--- config.mk ---
export PLATFORM = sky130hd
export DESIGN_NAME = slice_packetizer
export DESIGN_NICKNAME = d
export VERILOG_FILES = /design/src/rtl/tsp_pkg.sv /design/src/rtl/tsp_rst_sync.sv /design/src/rtl/tsp_slice_ctx.sv /design/src/rtl/tsp_hold.sv /design/src/rtl/tsp_frame_fsm.sv /design/src/rtl/slice_packetizer.sv
export SDC_FILE = /design/constraint.sdc
export NUM_CORES = 1
export LEC_CHECK = 0
export BUFFER_PORTS_ARGS = -buffer_cell sky130_fd_sc_hd__clkbuf_2
export CELL_PAD_IN_SITES_DETAIL_PLACEMENT = 1
export CELL_PAD_IN_SITES_GLOBAL_PLACEMENT = 1
export CORE_MARGIN = 10
export CORE_UTILIZATION = 45
export CTS_BUF_LIST = sky130_fd_sc_hd__clkbuf_16
export DETAILED_ROUTE_END_ITERATION = 8
export PLACE_DENSITY_LB_ADDON = 0.1
export SLEW_MARGIN = 40
export SYNTH_ARGS = -nofsm -noshare
export SYNTH_HDL_FRONTEND = slang
export SYNTH_SLANG_ARGS = --single-unit
--- constraint.sdc ---
create_clock -name clk -period 3.1 [get_ports clk]
set_clock_uncertainty 0.1 [all_clocks]
set_input_delay 0.31 -clock clk [delete_from_list [all_inputs] [get_ports clk]]
set_output_delay 0.31 -clock clk [all_outputs]
set_load 0.01 [all_outputs]
--- src/rtl/tsp_pkg.sv ---
package tsp_pkg;

  // Position inside the chunk currently being sent
  typedef enum logic [1:0] {
    PH_ID   = 2'd0,
    PH_IDX  = 2'd1,
    PH_INFO = 2'd2,
    PH_PAY  = 2'd3
  } tsp_phase_e;

endpackage

--- src/rtl/tsp_rst_sync.sv ---
module tsp_rst_sync (
  input  logic clk,
  input  logic rst_n_in,
  output logic rst_n_out
);

  logic [1:0] sync_q;

  always_ff @(posedge clk or negedge rst_n_in) begin
    if (!rst_n_in) begin
      sync_q <= 2'b00;
    end else begin
      sync_q <= {sync_q[0], 1'b1};
    end
  end

  assign rst_n_out = sync_q[1];

endmodule

--- src/rtl/tsp_slice_ctx.sv ---
// Keeps the slice context used by headers. A new slice is staged on the
// strobe and only takes effect once no chunk is open.
module tsp_slice_ctx #(
  parameter int DATA_W = 16,
  parameter int ID_W   = 8,
  parameter int IDX_W  = 8
) (
  input  logic              clk,
  input  logic              rst_n,
  input  logic              slice_start,
  input  logic [ID_W-1:0]   slice_id,
  input  logic [DATA_W-1:0] slice_info,
  input  logic              chunk_open,
  input  logic              chunk_done,
  output logic [ID_W-1:0]   cur_id,
  output logic [DATA_W-1:0] cur_info,
  output logic [IDX_W-1:0]  cur_idx,
  output logic              cur_first,
  output logic              switch_pend
);

  logic [ID_W-1:0]   stg_id_q;
  logic [DATA_W-1:0] stg_info_q;
  logic              sw_q, sw_d;
  logic              apply;

  logic [ID_W-1:0]   id_q, id_d;
  logic [DATA_W-1:0] info_q, info_d;
  logic [IDX_W-1:0]  idx_q, idx_d;
  logic              first_q, first_d;
  logic              ctx_en;

  always_comb begin
    apply = sw_q && !slice_start && !chunk_open;
    sw_d  = sw_q;
    if (slice_start) begin
      sw_d = 1'b1;
    end else if (apply) begin
      sw_d = 1'b0;
    end
  end

  always_comb begin
    id_d    = id_q;
    info_d  = info_q;
    idx_d   = idx_q;
    first_d = first_q;
    if (apply) begin
      id_d    = stg_id_q;
      info_d  = stg_info_q;
      idx_d   = '0;
      first_d = 1'b1;
    end else if (chunk_done) begin
      idx_d   = idx_q + 1'b1;
      first_d = 1'b0;
    end
    ctx_en = apply || chunk_done;
  end

  always_ff @(posedge clk or negedge rst_n) begin
    if (!rst_n) begin
      stg_id_q   <= '0;
      stg_info_q <= '0;
    end else if (slice_start) begin
      stg_id_q   <= slice_id;
      stg_info_q <= slice_info;
    end
  end

  always_ff @(posedge clk or negedge rst_n) begin
    if (!rst_n) begin
      sw_q <= 1'b0;
    end else begin
      sw_q <= sw_d;
    end
  end

  always_ff @(posedge clk or negedge rst_n) begin
    if (!rst_n) begin
      id_q    <= '0;
      info_q  <= '0;
      idx_q   <= '0;
      first_q <= 1'b1;
    end else if (ctx_en) begin
      id_q    <= id_d;
      info_q  <= info_d;
      idx_q   <= idx_d;
      first_q <= first_d;
    end
  end

  assign cur_id      = id_q;
  assign cur_info    = info_q;
  assign cur_idx     = idx_q;
  assign cur_first   = first_q;
  assign switch_pend = sw_q;

endmodule

--- src/rtl/tsp_hold.sv ---
// One-word hold stage: keeps the newest payload word and knows whether it
// already fills the chunk.
module tsp_hold #(
  parameter int DATA_W = 16,
  parameter int LEN_W  = 8
) (
  input  logic              clk,
  input  logic              rst_n,
  input  logic              load,
  input  logic [DATA_W-1:0] load_data,
  input  logic              pay_fire,
  input  logic [LEN_W-1:0]  max_words,
  output logic              pend_v,
  output logic [DATA_W-1:0] pend_data,
  output logic              pend_last
);

  logic              v_q, v_d;
  logic [DATA_W-1:0] d_q;
  logic              last_q, last_d;
  logic [LEN_W-1:0]  cnt_q, cnt_d;

  always_comb begin
    v_d    = v_q;
    cnt_d  = cnt_q;
    last_d = last_q;
    if (load) begin
      v_d    = 1'b1;
      cnt_d  = v_q ? (cnt_q + 1'b1) : LEN_W'(1);
      last_d = (cnt_d >= max_words);
    end else if (pay_fire) begin
      v_d    = 1'b0;
    end
  end

  always_ff @(posedge clk or negedge rst_n) begin
    if (!rst_n) begin
      v_q <= 1'b0;
    end else begin
      v_q <= v_d;
    end
  end

  always_ff @(posedge clk or negedge rst_n) begin
    if (!rst_n) begin
      d_q    <= '0;
      cnt_q  <= '0;
      last_q <= 1'b0;
    end else if (load) begin
      d_q    <= load_data;
      cnt_q  <= cnt_d;
      last_q <= last_d;
    end
  end

  assign pend_v    = v_q;
  assign pend_data = d_q;
  assign pend_last = last_q;

endmodule

--- src/rtl/tsp_frame_fsm.sv ---
// Sequences header and payload words and decides when a chunk closes.
module tsp_frame_fsm
  import tsp_pkg::*;
#(
  parameter int DATA_W = 16,
  parameter int ID_W   = 8,
  parameter int IDX_W  = 8
) (
  input  logic              clk,
  input  logic              rst_n,
  input  logic              in_valid,
  input  logic              slice_start,
  input  logic              switch_pend,
  input  logic              pend_v,
  input  logic [DATA_W-1:0] pend_data,
  input  logic              pend_last,
  input  logic [ID_W-1:0]   cur_id,
  input  logic [DATA_W-1:0] cur_info,
  input  logic [IDX_W-1:0]  cur_idx,
  input  logic              cur_first,
  input  logic              out_ready,
  output logic              out_valid,
  output logic [DATA_W-1:0] out_data,
  output logic              out_sop,
  output logic              out_eop,
  output logic              in_ready,
  output logic              load,
  output logic              pay_fire,
  output logic              chunk_done
);

  tsp_phase_e        ph_q, ph_d;
  logic              ph_en;
  logic              close;
  logic              fire;
  logic [DATA_W-1:0] id_word;
  logic [DATA_W-1:0] idx_word;

  always_comb begin
    id_word                 = '0;
    id_word[ID_W-1:0]       = cur_id;
    idx_word                = '0;
    idx_word[IDX_W-1:0]     = cur_idx;
  end

  always_comb begin
    close     = pend_last || switch_pend || slice_start;
    out_valid = 1'b0;
    out_data  = pend_data;
    out_sop   = 1'b0;
    out_eop   = 1'b0;
    case (ph_q)
      PH_ID: begin
        out_valid = pend_v;
        out_data  = id_word;
        out_sop   = pend_v;
      end
      PH_IDX: begin
        out_valid = pend_v;
        out_data  = idx_word;
      end
      PH_INFO: begin
        out_valid = pend_v;
        out_data  = cur_info;
      end
      default: begin
        out_valid = pend_v && (close || in_valid);
        out_data  = pend_data;
        out_eop   = pend_v && close;
      end
    endcase

    fire       = out_valid && out_ready;
    in_ready   = (!pend_v && !switch_pend && !slice_start) ||
                 ((ph_q == PH_PAY) && pend_v && !close && out_ready);
    load       = in_valid && in_ready;
    pay_fire   = (ph_q == PH_PAY) && fire;
    chunk_done = pay_fire && close;
  end

  always_comb begin
    ph_d = ph_q;
    case (ph_q)
      PH_ID:   if (fire) ph_d = PH_IDX;
      PH_IDX:  if (fire) ph_d = cur_first ? PH_INFO : PH_PAY;
      PH_INFO: if (fire) ph_d = PH_PAY;
      default: if (chunk_done) ph_d = PH_ID;
    endcase
    ph_en = (ph_d != ph_q);
  end

  always_ff @(posedge clk or negedge rst_n) begin
    if (!rst_n) begin
      ph_q <= PH_ID;
    end else if (ph_en) begin
      ph_q <= ph_d;
    end
  end

endmodule

--- src/rtl/slice_packetizer.sv ---
module slice_packetizer #(
  parameter int DATA_W = 16,
  parameter int ID_W   = 8,
  parameter int IDX_W  = 8,
  parameter int LEN_W  = 8
) (
  input  logic              clk,
  input  logic              rst_n,
  input  logic              in_valid,
  output logic              in_ready,
  input  logic [DATA_W-1:0] in_data,
  input  logic              slice_start,
  input  logic [ID_W-1:0]   slice_id,
  input  logic [DATA_W-1:0] slice_info,
  input  logic [LEN_W-1:0]  max_words,
  output logic              out_valid,
  input  logic              out_ready,
  output logic [DATA_W-1:0] out_data,
  output logic              out_sop,
  output logic              out_eop
);

  localparam int WORD_UNITS = DATA_W / 16;
  localparam int HDR_WORDS  = 3;

  logic              rst_n_s;
  logic [ID_W-1:0]   cur_id;
  logic [DATA_W-1:0] cur_info;
  logic [IDX_W-1:0]  cur_idx;
  logic              cur_first;
  logic              switch_pend;
  logic              pend_v;
  logic [DATA_W-1:0] pend_data;
  logic              pend_last;
  logic              load;
  logic              pay_fire;
  logic              chunk_done;

  tsp_rst_sync u_rst (
    .clk       (clk),
    .rst_n_in  (rst_n),
    .rst_n_out (rst_n_s)
  );

  tsp_slice_ctx #(
    .DATA_W (DATA_W),
    .ID_W   (ID_W),
    .IDX_W  (IDX_W)
  ) u_ctx (
    .clk         (clk),
    .rst_n       (rst_n_s),
    .slice_start (slice_start),
    .slice_id    (slice_id),
    .slice_info  (slice_info),
    .chunk_open  (pend_v),
    .chunk_done  (chunk_done),
    .cur_id      (cur_id),
    .cur_info    (cur_info),
    .cur_idx     (cur_idx),
    .cur_first   (cur_first),
    .switch_pend (switch_pend)
  );

  tsp_hold #(
    .DATA_W (DATA_W),
    .LEN_W  (LEN_W)
  ) u_hold (
    .clk       (clk),
    .rst_n     (rst_n_s),
    .load      (load),
    .load_data (in_data),
    .pay_fire  (pay_fire),
    .max_words (max_words),
    .pend_v    (pend_v),
    .pend_data (pend_data),
    .pend_last (pend_last)
  );

  tsp_frame_fsm #(
    .DATA_W (DATA_W),
    .ID_W   (ID_W),
    .IDX_W  (IDX_W)
  ) u_fsm (
    .clk         (clk),
    .rst_n       (rst_n_s),
    .in_valid    (in_valid),
    .slice_start (slice_start),
    .switch_pend (switch_pend),
    .pend_v      (pend_v),
    .pend_data   (pend_data),
    .pend_last   (pend_last),
    .cur_id      (cur_id),
    .cur_info    (cur_info),
    .cur_idx     (cur_idx),
    .cur_first   (cur_first),
    .out_ready   (out_ready),
    .out_valid   (out_valid),
    .out_data    (out_data),
    .out_sop     (out_sop),
    .out_eop     (out_eop),
    .in_ready    (in_ready),
    .load        (load),
    .pay_fire    (pay_fire),
    .chunk_done  (chunk_done)
  );

endmodule

==> summary.md <==
| Metric | Value |
|---|---|
| Switching Share | `0.327` |
| Initial DRC count | `114` |
| Highest Clock Rate | `approximately 0.42 GHz` |
| Core area | `8850 µm²` |
| DRT Pass-1 Iters | `4` |
| Synth top area share | `0.527` |
| Initial Util | `0.467` |
| RePlAce Congestion | `around 0.8` |
| Placed cell count | `between 400 and 500` |
| Synth Register Bits | `slightly below 90` |
| Syn nets | `between 300 and 400` |
| Minimum clock period | `2.39 ns` |
| Fin. Hold Viols | `0` |
| Post-synthesis cell area | `~4100 µm²` |
| Ranking of synthesized cells by area | `dfrtp_1 53%, mux2_2 20%, mux4_2 4.4%, ha_1 3.0%, mux2i_1 2.7%` |
| Avg WL per Cell | `approximately 19 µm` |
| Crit end category | `primary output` |
| Max VDD drop | `0.000523 V` |
| Total die area | `13400 µm²` |
| Vias in the first global route | `3095` |
| Root Buffer | `clkbuf_16` |
| Clk_lat worst skew | `0.34 ns` |
| Max Slew Vio Count | `0` |
| Synth-to-Final Area Change | `17.9%` |
| Post-cts repair resize count | `0` |
| Pint | `2.79 mW` |
| CP peak stage delay | `0.58 ns` |
| CP Cell Sequence | `buf_4, mux4_2, clkbuf_2` |
| Critical path class | `flop to primary output` |
| Detailed Place HPWL | `6.97 mm` |
| Die height | `approximately 120 µm` |
| Ys Warns | `0` |
| I/O Buffers | `72` |
| Io pins | `73` |
| Longest Clk Path Bufs | `2` |
| Via count | `2711` |
| Comb power frac | `0.333` |
| DRC violations left | `0` |
| Max-cap violation count | `0` |
| Routed vias/inst | `5.45` |
| Crit path arrival time | `1.98 ns` |
| RSZ-0062 raised after global routing | `false` |
| Ys flop type | `dfrtp_1` |
| Slowest cell on crit path | `dfrtp_1` |
| Row cnt | `34` |
| Wire length of the first global-routing pass | `15.9 mm` |
| CTS Buf Count | `9` |
| Worst rel slew slack | `0.524` |
| Largest net degree at the start of global routing | `35` |
| H-tree lvl count | `3` |
| Final Cycle Share | `0.772` |
| CP max FO | `14` |
| Endpoints failing setup | `0` |
| Fin area | `4870 µm²` |
| Reg power frac | `0.429` |
| Proportion of layout cells with a drive suffix above 1 | `0.465` |
| Switch Pwr | `approximately 1.4 mW` |
| Number of buffers inserted by hold repair at cts | `1` |
| Die X | `116 µm` |
| Count of different cell masters after synthesis | `41` |
| Wirelength, routed | `9.59 mm` |
| Final std cells w/o fill | `497` |
| Fillers | `917` |
| Worst-Margin Slew | `0.708 ns` |
| Mapped Cells | `309` |
| CTS tree | `built` |
| Pleak | `2.28 nW` |
| Hold Path Class | `input port to flop` |
| Crit path launch type | `flop` |
| # Post-CTS Setup Buffers | `0` |
| Final layout net count | `447` |
| Cell taking the most area after synthesis | `dfrtp_1` |
| N_diodes | `0` |
| Post-synthesis sequential area ratio | `0.533` |
| PD cells | `853 nW/µm²` |
| Clock group share of total power | `0.239` |
| Post-synth EDFFs | `0` |
| Clock sink total | `~90` |
| Antenna-violating nets left | `0` |
| Average cell area after synthesis | `13.4 µm²` |
| Required @ worst endpoint | `2.69 ns` |
| Post-DP Area | `4590 µm²` |
| Status | `completed` |
| Total grt overflow | `0` |
| Clock transition at path regs | `roughly 0.07 ns` |
| Async set-reset flop share out of synthesis | `1.00` |
| Antenna violations before repair | `0` |
| Setup TNS | `0 ns` |
| GR Util All Layers | `0.151` |
[cell usage in the layout (no fill, tap or decap), types with 2 or more instances in the layout]
cell,count
dfrtp_1,86
nand2b_1,3
nor2b_1,10
or3_1,4
inv_6,2
clkbuf_2,72
xor2_1,2
mux2_2,72
clkbuf_16,9
nor2_1,16
nor4_1,3
nand4_1,3
nand3_1,8
buf_4,7
mux2i_1,11
nor3_1,3
nand2_1,7
a21oi_1,7
mux4_2,8
and2_1,2
ha_1,10
xnor2_1,5
clkinv_2,2
o21ai_0,6
inv_1,11
[area by class of cell]
type / instances / area [µm²] / area share
flip-flops and latches: 88 / 2210 / 0.453
multi-input cells: 195 / 1800 / 0.369
repair buffers: 80 / 423 / 0.0868
clock buffers: 9 / 225 / 0.0462
well taps: 108 / 135 / 0.0277
clock inverters: 7 / 47.5 / 0.00976
inverters: 10 / 37.5 / 0.00771
[flip-flops by register name, indices dropped and copies added, names as in the netlist, 2 cells and up]
signal	cells
u_hold.pend_data	16
u_ctx.stg_id_q	8
u_ctx.cur_idx	8
u_fsm.ph_q	2
u_ctx.stg_info_q	16
u_hold.cnt_q	8
u_rst.sync_q	2
u_ctx.cur_id	8
u_ctx.cur_info	16
[cell usage after synthesis, drive strengths merged (2+ instances only)]
cell    count
inv        10
o21ai       6
nor3        3
a21oi       7
and3        2
nand2b      3
mux2       72
ha         10
xnor2       5
mux2i      11
and2        2
nand2       7
nand4       3
dfrtp      87
xor2        2
buf        12
nor4        3
nand3       8
mux4        8
or3         4
nor2       16
nor2b      10
clkbuf      4
[logic make-up after synthesis]
family / share of synthesized area
compound gates: 0.0339
xor+xnor: 0.0148
fa+ha+maj: 0.0303
buf+inv: 0.0336
flops: 0.533
mux: 0.267
other cells: 0.000908
simple gates: 0.0866
[power by group through the flow]
stage	registers (mW)	logic, mW	clock network, mW
2_1_floorplan	1.68	1.04	0
3_3_place_gp	1.78	1.37	0
3_5_place_dp	1.80	1.40	0
4_1_cts	1.78	1.42	1.02
5_1_grt	1.83	1.53	1.07
6_report	1.78	1.38	0.991
[final timing paths]
kind                                                  start                                to  slack [ns]  depth (start not counted)
min in group asynchronous                             rst_n         u_rst.sync_q[1]$_DFF_PN0_        0.18                          2
worst max register to register  u_hold.cnt_q[0]$_DFFE_PN0P_      u_hold.pend_last$_DFFE_PN0P_        0.87                          8
max in group asynchronous         u_rst.sync_q[1]$_DFF_PN0_  u_hold.pend_data[15]$_DFFE_PN0P_        1.97                          1
worst max-delay path              u_fsm.ph_q[0]$_DFFE_PN0P_                       out_data[7]        0.71                          3
worst min register to register    u_rst.sync_q[1]$_DFF_PN0_  u_ctx.stg_info_q[10]$_DFFE_PN0P_        0.18                          0
worst min-delay path                          slice_info[9]   u_ctx.stg_info_q[9]$_DFFE_PN0P_        0.10                          2
[critical path: cells and delay by family, from the launching register on]
kind	cells	cell delay [ns]
mux	1	0.56
flops	1	0.58
buf+inv	2	0.51
[per-stage QoR]
step,power [mW],setup slack (ns),utilization,hold WS [ns]
floorplan,2.72,0.369,-,-0.0856
global placement,3.15,0.908,0.519,-0.00398
detailed placement,3.21,0.834,0.519,0.00346
CTS,4.22,0.657,0.550,0.0926
global route,4.43,0.595,0.550,0.101
finish,4.15,0.707,0.550,0.100
[per-layer routing]
layer / global-route usage / vias to the layer above / wire length [µm] / share of wire
met5: 0 / - / 0 / 0
met4: 0.0450 / 0 / 95 / 0.0099
met3: 0.0481 / 8 / 535 / 0.056
met2: 0.254 / 49 / 4770 / 0.50
met1: 0.181 / 1393 / 4200 / 0.44
li1: - / 1261 / - / -
Note: power is estimated with default switching activity, not from simulation.
